### src/rtl/evtcap_pkg.sv
package evtcap_pkg;

  typedef enum logic [1:0] {
    ADDR_CTRL   = 2'd0,
    ADDR_RELOAD = 2'd1,
    ADDR_CMD    = 2'd2,
    ADDR_STAT   = 2'd3
  } reg_addr_e;

  typedef enum logic [1:0] {
    START_IN1  = 2'd0,
    START_IN2  = 2'd1,
    START_SW   = 2'd2,
    START_NONE = 2'd3
  } start_sel_e;

  typedef struct packed {
    logic       cap_src;
    start_sel_e start_sel;
    logic       pol2;
    logic       pol1;
    logic       reload_en;
  } ctrl_t;

  localparam int CTRL_W        = $bits(ctrl_t);
  localparam int CMD_RUN       = 0;
  localparam int CMD_CLR_VALID = 1;
  localparam int CMD_CLR_OVR   = 2;

endpackage

### src/rtl/ctr_edge_sync.sv
module ctr_edge_sync #(
  parameter int STAGES = 2
) (
  input  logic clk,
  input  logic rst_n,
  input  logic din,
  input  logic rise_sel,
  output logic pulse
);

  logic [STAGES-1:0] chain;
  logic              last;
  logic              synced;

  assign synced = chain[STAGES-1];

  generate
    if (STAGES == 1) begin : g_single
      always_ff @(posedge clk) begin
        if (!rst_n) chain <= '0;
        else        chain <= din;
      end
    end else begin : g_multi
      always_ff @(posedge clk) begin
        if (!rst_n) chain <= '0;
        else        chain <= {chain[STAGES-2:0], din};
      end
    end
  endgenerate

  always_ff @(posedge clk) begin
    if (!rst_n) last <= 1'b0;
    else        last <= synced;
  end

  assign pulse = rise_sel ? (synced & ~last) : (~synced & last);

  AST_EDGE_SINGLE: assert property (@(posedge clk) disable iff (!rst_n)
    (pulse && rise_sel) |=> !(pulse && rise_sel));

endmodule

### src/rtl/ctr_down_core.sv
module ctr_down_core #(
  parameter int W = 16
) (
  input  logic         clk,
  input  logic         rst_n,
  input  logic         tick,
  input  logic         reload_en,
  input  logic         start,
  input  logic         stop,
  input  logic [W-1:0] rl_val,
  output logic [W-1:0] count,
  output logic         zero_pulse
);

  localparam logic [W-1:0] ALL_ONES = '1;

  logic         running;
  logic         active;
  logic         load_start;
  logic         at_zero;
  logic [W-1:0] count_nxt;
  logic         run_nxt;
  logic         zero_nxt;

  assign load_start = reload_en && start;
  assign active     = !reload_en || running;
  assign at_zero    = (count == '0);

  always_comb begin
    count_nxt = count;
    run_nxt   = running;
    zero_nxt  = 1'b0;
    if (stop) run_nxt = 1'b0;
    if (load_start) begin
      count_nxt = rl_val;
      run_nxt   = 1'b1;
    end else if (active && tick) begin
      if (at_zero) begin
        count_nxt = reload_en ? rl_val : ALL_ONES;
        zero_nxt  = 1'b1;
      end else begin
        count_nxt = count - 1'b1;
      end
    end
  end

  always_ff @(posedge clk) begin
    if (!rst_n) begin
      count      <= ALL_ONES;
      running    <= 1'b0;
      zero_pulse <= 1'b0;
    end else begin
      count      <= count_nxt;
      running    <= run_nxt;
      zero_pulse <= zero_nxt;
    end
  end

  AST_FREE_DECR: assert property (@(posedge clk) disable iff (!rst_n)
    (!reload_en && tick && count != '0) |=> count == $past(count) - 1'b1);
  AST_FREE_WRAP: assert property (@(posedge clk) disable iff (!rst_n)
    (!reload_en && tick && count == '0) |=> (count == ALL_ONES && zero_pulse));
  AST_HOLD_IDLE: assert property (@(posedge clk) disable iff (!rst_n)
    (reload_en && !running && !start) |=> $stable(count));
  AST_RELOAD_ZERO: assert property (@(posedge clk) disable iff (!rst_n)
    (reload_en && running && !start && tick && count == '0) |=> (count == $past(rl_val) && zero_pulse));
  AST_START_LOAD: assert property (@(posedge clk) disable iff (!rst_n)
    (reload_en && start) |=> count == $past(rl_val));

endmodule

### src/rtl/ctr_capture_bank.sv
module ctr_capture_bank #(
  parameter int W = 16
) (
  input  logic         clk,
  input  logic         rst_n,
  input  logic         evt_cap,
  input  logic         evt_rl,
  input  logic         reload_en,
  input  logic [W-1:0] count_i,
  input  logic         wr_rl,
  input  logic [W-1:0] wr_data,
  input  logic         clr_valid,
  input  logic         clr_ovr,
  output logic [W-1:0] rl_q,
  output logic [W-1:0] cap_q,
  output logic         valid,
  output logic         overrun
);

  logic rl_capture;
  logic any_capture;

  assign rl_capture  = evt_rl && !reload_en;
  assign any_capture = evt_cap || rl_capture;

  always_ff @(posedge clk) begin
    if (!rst_n) begin
      cap_q <= '0;
      rl_q  <= '0;
    end else begin
      if (evt_cap)         cap_q <= count_i;
      if (rl_capture)      rl_q  <= count_i;
      else if (wr_rl)      rl_q  <= wr_data;
    end
  end

  always_ff @(posedge clk) begin
    if (!rst_n) begin
      valid   <= 1'b0;
      overrun <= 1'b0;
    end else begin
      if (any_capture)    valid <= 1'b1;
      else if (clr_valid) valid <= 1'b0;
      if (any_capture && valid && !clr_valid) overrun <= 1'b1;
      else if (clr_ovr)                       overrun <= 1'b0;
    end
  end

  AST_CAP_COUNT: assert property (@(posedge clk) disable iff (!rst_n)
    evt_cap |=> cap_q == $past(count_i));
  AST_RL_FROZEN: assert property (@(posedge clk) disable iff (!rst_n)
    (reload_en && !wr_rl) |=> $stable(rl_q));
  AST_VALID_ON_CAP: assert property (@(posedge clk) disable iff (!rst_n)
    (evt_cap || (evt_rl && !reload_en)) |=> valid);
  AST_OVR_STICKY: assert property (@(posedge clk) disable iff (!rst_n)
    (overrun && !clr_ovr) |=> overrun);

endmodule

### src/rtl/evtcap_down_counter.sv
module evtcap_down_counter
  import evtcap_pkg::*;
#(
  parameter int CNT_W       = 16,
  parameter int SYNC_STAGES = 2
) (
  input  logic             clk,
  input  logic             rst_n,
  input  logic             wr_en,
  input  logic [1:0]       wr_addr,
  input  logic [CNT_W-1:0] wr_data,
  input  logic [1:0]       rd_addr,
  output logic [CNT_W-1:0] rd_data,
  input  logic             evt1_in,
  input  logic             evt2_in,
  input  logic             presc_tick,
  output logic [CNT_W-1:0] count,
  output logic             zero_pulse,
  output logic             cap_valid,
  output logic             cap_overrun
);

  localparam int N_IN  = 2;
  localparam int PAD_C = CNT_W - CTRL_W;
  localparam int PAD_S = CNT_W - 2;

  ctrl_t           ctrl_q;
  logic [N_IN-1:0] evt_raw;
  logic [N_IN-1:0] evt_pol;
  logic [N_IN-1:0] evt;
  logic            wr_ctrl;
  logic            wr_rl;
  logic            wr_cmd;
  logic            sw_run;
  logic            clr_valid;
  logic            clr_ovr;
  logic            start;
  logic            evt_cap;
  logic            evt_rl;
  logic [CNT_W-1:0] rl_q;
  logic [CNT_W-1:0] cap_q;

  assign wr_ctrl   = wr_en && (wr_addr == ADDR_CTRL);
  assign wr_rl     = wr_en && (wr_addr == ADDR_RELOAD);
  assign wr_cmd    = wr_en && (wr_addr == ADDR_CMD);
  assign sw_run    = wr_cmd && wr_data[CMD_RUN];
  assign clr_valid = wr_cmd && wr_data[CMD_CLR_VALID];
  assign clr_ovr   = wr_cmd && wr_data[CMD_CLR_OVR];

  always_ff @(posedge clk) begin
    if (!rst_n)       ctrl_q <= '0;
    else if (wr_ctrl) ctrl_q <= ctrl_t'(wr_data[CTRL_W-1:0]);
  end

  assign evt_raw = {evt2_in, evt1_in};
  assign evt_pol = {ctrl_q.pol2, ctrl_q.pol1};

  generate
    for (genvar i = 0; i < N_IN; i++) begin : g_in
      ctr_edge_sync #(.STAGES(SYNC_STAGES)) u_sync (
        .clk      (clk),
        .rst_n    (rst_n),
        .din      (evt_raw[i]),
        .rise_sel (evt_pol[i]),
        .pulse    (evt[i])
      );
    end
  endgenerate

  assign evt_cap = ctrl_q.cap_src ? evt[1] : evt[0];
  assign evt_rl  = ctrl_q.cap_src ? evt[0] : evt[1];

  always_comb begin
    unique case (ctrl_q.start_sel)
      START_IN1: start = evt[0];
      START_IN2: start = evt[1];
      START_SW:  start = sw_run;
      default:   start = 1'b0;
    endcase
  end

  ctr_down_core #(.W(CNT_W)) u_core (
    .clk        (clk),
    .rst_n      (rst_n),
    .tick       (presc_tick),
    .reload_en  (ctrl_q.reload_en),
    .start      (start),
    .stop       (wr_ctrl),
    .rl_val     (rl_q),
    .count      (count),
    .zero_pulse (zero_pulse)
  );

  ctr_capture_bank #(.W(CNT_W)) u_cap (
    .clk       (clk),
    .rst_n     (rst_n),
    .evt_cap   (evt_cap),
    .evt_rl    (evt_rl),
    .reload_en (ctrl_q.reload_en),
    .count_i   (count),
    .wr_rl     (wr_rl),
    .wr_data   (wr_data),
    .clr_valid (clr_valid),
    .clr_ovr   (clr_ovr),
    .rl_q      (rl_q),
    .cap_q     (cap_q),
    .valid     (cap_valid),
    .overrun   (cap_overrun)
  );

  always_comb begin
    unique case (rd_addr)
      ADDR_CTRL:   rd_data = {{PAD_C{1'b0}}, ctrl_q};
      ADDR_RELOAD: rd_data = rl_q;
      ADDR_CMD:    rd_data = cap_q;
      default:     rd_data = {{PAD_S{1'b0}}, cap_overrun, cap_valid};
    endcase
  end

  AST_ZERO_SINGLE: assert property (@(posedge clk) disable iff (!rst_n)
    zero_pulse |=> !zero_pulse || count != $past(count));
  AST_NO_START_NONE: assert property (@(posedge clk) disable iff (!rst_n)
    (ctrl_q.reload_en && ctrl_q.start_sel == START_NONE && !presc_tick && !wr_ctrl) |=> $stable(count));

endmodule

### config.mk
export PLATFORM = sky130hd
export DESIGN_NAME = evtcap_down_counter
export DESIGN_NICKNAME = d
export VERILOG_FILES = /design/src/rtl/evtcap_pkg.sv /design/src/rtl/ctr_edge_sync.sv /design/src/rtl/ctr_down_core.sv /design/src/rtl/ctr_capture_bank.sv /design/src/rtl/evtcap_down_counter.sv
export SDC_FILE = /design/constraint.sdc
export NUM_CORES = 1
export LEC_CHECK = 0
export ABC_AREA = 1
export BUFFER_PORTS_ARGS = -buffer_cell sky130_fd_sc_hd__buf_2
export CAP_MARGIN = 40
export CORE_UTILIZATION = 38
export DETAILED_ROUTE_END_ITERATION = 10
export SYNTH_ARGS = -nofsm -noshare
export SYNTH_HDL_FRONTEND = slang
export SYNTH_SLANG_ARGS = --single-unit
### constraint.sdc
create_clock -name clk -period 4.9 [get_ports clk]
set_clock_uncertainty 0.2 [all_clocks]
set_input_delay 0.245 -clock clk [delete_from_list [all_inputs] [get_ports clk]]
set_output_delay 0.245 -clock clk [all_outputs]
set_load 0.02 [all_outputs]
# Yosys cells after proc, flatten, opt, wreduce, memory -nomap -nowiden
# Cells that the tools add are included.
# Widths: inputs -> output; s select.
# classes
n_bitwise	10
eq_ne	6
muxes	19
reduce_logical	25
addsub	1
# ops
cell	count
$mux 16	6
$pmux 16 s3	1
$logic_not 16->1	1
$sub 16x1->16 const B	1
$logic_and 1x1->1	11
$mux 1	11
$reduce_bool 2->1	5
$eq 2x1->1 const B	3
$eq 2x2->1 const B	3
$logic_not 2->1	3
$not 1->1	6
$and 1x1->1	4
$pmux 1 s3	1
$reduce_or 3->1	1
$logic_not 1->1	2
$logic_or 1x1->1	2
# word_totals
input_bits	26
out_inout_bits	35
word_cells	77
register_bits	64

# Longest topological paths before layout
# depth
word_depth	9
depth_mapped	12

# Modules after synthesis
# Synthesis repeated with hierarchy kept, for this count alone.
# hier_totals
hier_cells	601
area_unflattened_um2	3837.4
# by_module_without_submodules
mod	n_inst	cells_each	area_each_um2	seq_area_each_um2
ctr_capture_bank	1	206	1550.2	680.7
ctr_down_core	1	243	1431.4	360.3
evtcap_down_counter	1	122	630.6	120.1
ctr_edge_sync	2	15	112.6	60.1

# Worst setup path after synthesis
# OpenSTA, ideal clock, no wires.
# synth_timing
kind	reg-to-reg
startpoint	register u_core.count[0]
endpoint	register u_core.count[9]
setup_time_ns	0.113
stages_incl_launch_ff	13
arrival_time_ns	1.376
slack_ns	3.211
path_cell_list	dfxtp_1 -> inv_1 -> ha_1 -> inv_1 -> nor2_1 -> nand3_1 -> nor2_1 -> nand2_1 -> nand2_1 -> nor2_1 -> nand2_1 -> nand3_1 -> nand2_1
# synth_via
elab_chain_cells	4
# synth_rtl
element	line_no	text
start, declared	ctr_down_core.sv:11	output logic [W-1:0] count,
start signal, assigned	ctr_down_core.sv:53	count <= count_nxt;
$sub 16x1->16 or $logic_not 16->1 (tied branches)	ctr_down_core.sv:42, ctr_down_core.sv:27	
$mux 16 *	ctr_down_core.sv:38	if (at_zero) begin
$mux 16 *	ctr_down_core.sv:37	end else if (active && tick) begin
$mux 16 *	ctr_down_core.sv:34	if (load_start) begin
# Mark *: on every way between the ends. The rest lies on a longest branch, timed or not. The select of a mux whose other input is x is not followed.
# A chain may end at the register's enable or synchronous reset.

# Worst setup path after layout
# layout_timing
startpoint	register ctrl_q[0] (netlist name)
endpoint	register u_core.count[13]
# layout_via
elab_chain_cells	4
# layout_rtl
element	line_no	text
start, declared	evtcap_down_counter.sv:27	ctrl_t ctrl_q;
start signal, assigned	evtcap_down_counter.sv:52	else if (wr_ctrl) ctrl_q <= ctrl_t'(wr_data[CTRL_W-1:0]);
$mux 16 or $logic_not 1->1 (tied branches)	ctr_down_core.sv:39, ctr_down_core.sv:26	
$mux 16 or $logic_or 1x1->1 (tied branches)	ctr_down_core.sv:38, ctr_down_core.sv:26	
$mux 16 or $logic_and 1x1->1 (tied branches)	ctr_down_core.sv:37	
$mux 16 or $reduce_bool 2->1 (tied branches)	--	
# Parallel ways exist; a longest one is shown, timed or not. The select of a mux whose other input is x is not followed.

==> reports/qor.yml <==
layout_common_cells: "nand2_1 (145), inv_1 (83), nor2_1 (70), dfxtp_1 (64), nand3_1 (62)"
power.leakage_nw: 2.135
area_delta_synth_final_pct: 15.76
synth_compound_area_share_pct: 16.19
fin_setup_tns_ps: 0
core_area_um2: 9729
die_x_um: 102.0
port_buffers: 60
min_path_cells: 3
grt_max_degree: 63
r2r_cells: 7
path_buf_inv: 2
worst_slew_pin_slew_ps: 806.3
layout-drive-gt1-share_pct: 15.10
ioPinCount: 61
r2r_start: "ctrl_q[0]"
syn_area_um2: 3802
syn_inst: 611
post_cts_resize_count: 0
crit_arrival_ps: 2580
holdPathEnd: "ctrl_q[4]"
place_congestion: 0.8399
die_area_um2: 10410
clkPwrFrac_pct: 33.7
cts_buffers: 9
cp_top_family: "flip-flops"
cpMostUsedCell: "nand2_1"
netlist.area_leader.share_pct: 33.70
ctsHtreeMaxLevel: 3
synth-adder-area-share_pct: 0.6581
peakVddDrop_mv: 0.1463
layout_commonest_cell: "nand2_1"
drv_slew: 0
power_density_nw_per_um2: 294.6
status: "finished clean"
post-route-min-period_ps: 2545
fin_cells: 802
cts_tree: "yes"
ys_warn_count: 0
worstPathMaxFanout: 20
wl_um: 11140
postSynthAreaPerCell_um2: 6.223
critPathLaunchType: "flip-flop"
clock.fmax_mhz: 393.0
num_antenna_cells: 0
p_total_mw: 1.297
syn-num-nets: 639
worstSkewPairLatency_ps: 340
setup_viol: 0
rsz0062_at_grt: "no"
clock-sinks: 64
min_from: "wr_data[4]"
initial_core_util_pct: 39.08
crit_required_ps: 4940
wire_per_inst_um: 13.89
cp_slowest_cell: "dfxtp_1"
via_per_inst: 4.950
reg2reg_to: "u_core.count[13]"
grt_pass1_wl_um: 18120
endpoint_kind: "flip-flop"
cap_violations: 0
antenna_left: 0
clk_pin_slew_worst_paths_ps: 70
slew-limit-headroom_pct: 46.24
pre_cts_ws_ps: 2413
clockBufferDepth: 2
post-route-drc-count: 0
synthMuxAreaShare_pct: 0
num_rows: 36
antenna_found_initial: 0
p_switching_mw: 0.4127
yosysSeqAreaShare_pct: 33.70
synth-xor-area-share_pct: 0.6910
nets: 692
hold_viol: 0
cts_setup_buffers: 0
intPower_mw: 0.8841
cts_hold_buf: 5
grt_pass1_vias: 3558
grt-ovfl-total: 0
synth_cell_types: 36
swShare_pct: 31.82
dp.cells: 781
comb_power_share_pct: 19.4
grtUsageTotal_pct: 22.78
worstPathCellList: "inv_2 > o21ai_2 > nand2_4 > nand2_1 > inv_1 > nand2_1 > nand2_1"
seqPwrFrac_pct: 46.9
layout_setup_ws_ps: 2355
synth_top_cell_by_area: "dfxtp_1"
post-route-util_pct: 45.24
critical_path_class: "flip-flop to flip-flop"
yosys-top-cells-area: "dfxtp_1 (34%), nand2_1 (14%), inv_1 (8.2%), nand3_1 (8.2%), o21ai_0 (7.8%)"
vias: 3970
first_pass_iters: 5
dr.first_iter.drc_count: 381
cts_root_buf: "clkbuf_8"
post_synth_and_or_nand_nor_area_fraction_pct: 35.31
r2r_slack_ps: 2360
min_period_over_period_pct: 51.93
ys_ff_latch: 64
die_height_um: 102.0
hold_path.class: "input pin to flip-flop"
dp_hpwl_um: 7971
synth_top_family_by_area: "simple AND/OR/NAND/NOR gates"
slowest_delay_ps: 770
==> worst max-delay path by stage <==
| stage | startpoint | end | depth (start not counted) |
|---|---|---|---|
| 2_1_floorplan | u_core.count[0] | u_core.count[9] | 12 |
| 3_3_place_gp | ctrl_q[0] | u_core.count[14] | 7 |
| 3_5_place_dp | ctrl_q[0] | u_core.count[13] | 7 |
| 4_1_cts | ctrl_q[0] | u_core.count[13] | 7 |
| 5_1_grt | ctrl_q[0] | u_core.count[13] | 7 |
| 6_report | ctrl_q[0] | u_core.count[13] | 7 |
==> metrics by stage <==
step	hold slack, ps	instance area (µm²)
5_1_grt	22.81	4402
3_5_place_dp	198.2	4172
6_report	17.90	4402
3_3_place_gp	192.9	4144
4_1_cts	4.229	4402
2_1_floorplan	142.6	3802
==> logic make-up (layout without fill, tap and decap cells) <==
logic type      after synthesis  after routing
compound gates              113            113
xor+xnor                      3              3
fa+ha+maj                     2              2
buf+inv                     125            183
flops                        64             64
simple gates                304            304
==> layout make-up <==
cell class | instances | area (µm²)
fillers | 1098 | 5328
multi-input cells | 422 | 2009
flip-flops and latches | 64 | 1281
repair buffers | 68 | 392.9
inverters | 99 | 371.6
well taps | 133 | 166.4
clock buffers | 12 | 135.1
clock inverters | 4 | 45.04
==> metal layers <==
layer / global-route usage [%] / share of wire (%) / up-vias
met5: 0 / 0 / -
met4: 8.462 / 1.4 / 0
met3: 4.172 / 5.5 / 14
met2: 33.20 / 43 / 125
met1: 33.22 / 50 / 1787
li1: - / - / 2044
==> worst min-delay path: stages <==
cell and delay [ps]:
buf_2 90, o21ai_0 80, a21oi_1 110
==> power groups by stage <==
stage	combinational (mW)	clock, mW	sequential [mW]
2_1_floorplan	0.168	0	0.614
3_3_place_gp	0.239	0	0.618
3_5_place_dp	0.246	0	0.619
4_1_cts	0.251	0.447	0.607
5_1_grt	0.284	0.470	0.614
6_report	0.251	0.438	0.608
==> cell usage after synthesis <==
| master | n |
|---|---|
| nand2_1 | 145 |
| inv_1 | 83 |
| nor2_1 | 70 |
| dfxtp_1 | 64 |
| nand3_1 | 62 |
| o21ai_0 | 59 |
| a21oi_1 | 27 |
| clkinv_1 | 13 |
| clkbuf_1 | 11 |
| o22ai_1 | 11 |
| buf_2 | 7 |
| nor2_2 | 6 |
| o21ai_1 | 5 |
| nand2_2 | 4 |
| o221ai_1 | 4 |
| buf_4 | 3 |
| buf_6 | 3 |
| inv_2 | 3 |
| nand2_4 | 3 |
| nand3b_1 | 3 |
| nor3_1 | 3 |
| o211ai_1 | 3 |
| buf_1 | 2 |
| ha_1 | 2 |
| nand3_2 | 2 |
| o21ai_2 | 2 |
| xor2_1 | 2 |
| nand3_4 | 1 |
| nand3b_4 | 1 |
| nand4_1 | 1 |
| nor2_4 | 1 |
| nor3_2 | 1 |
| o2111ai_1 | 1 |
| o21bai_1 | 1 |
| or2_2 | 1 |
| xnor2_1 | 1 |
==> registers in the layout, summed over array words and instances (netlist names) <==
| signal | cells |
|---|---|
| ctrl_q | 6 |
| g_in.u_sync.last | 2 |
| u_core.zero_pulse | 1 |
| u_core.running | 1 |
| u_cap.valid | 1 |
| u_cap.cap_q | 16 |
| u_cap.overrun | 1 |
| u_cap.rl_q | 16 |
| g_in.u_sync.chain | 4 |
| u_core.count | 16 |
(Power assumes the default switching activity.)
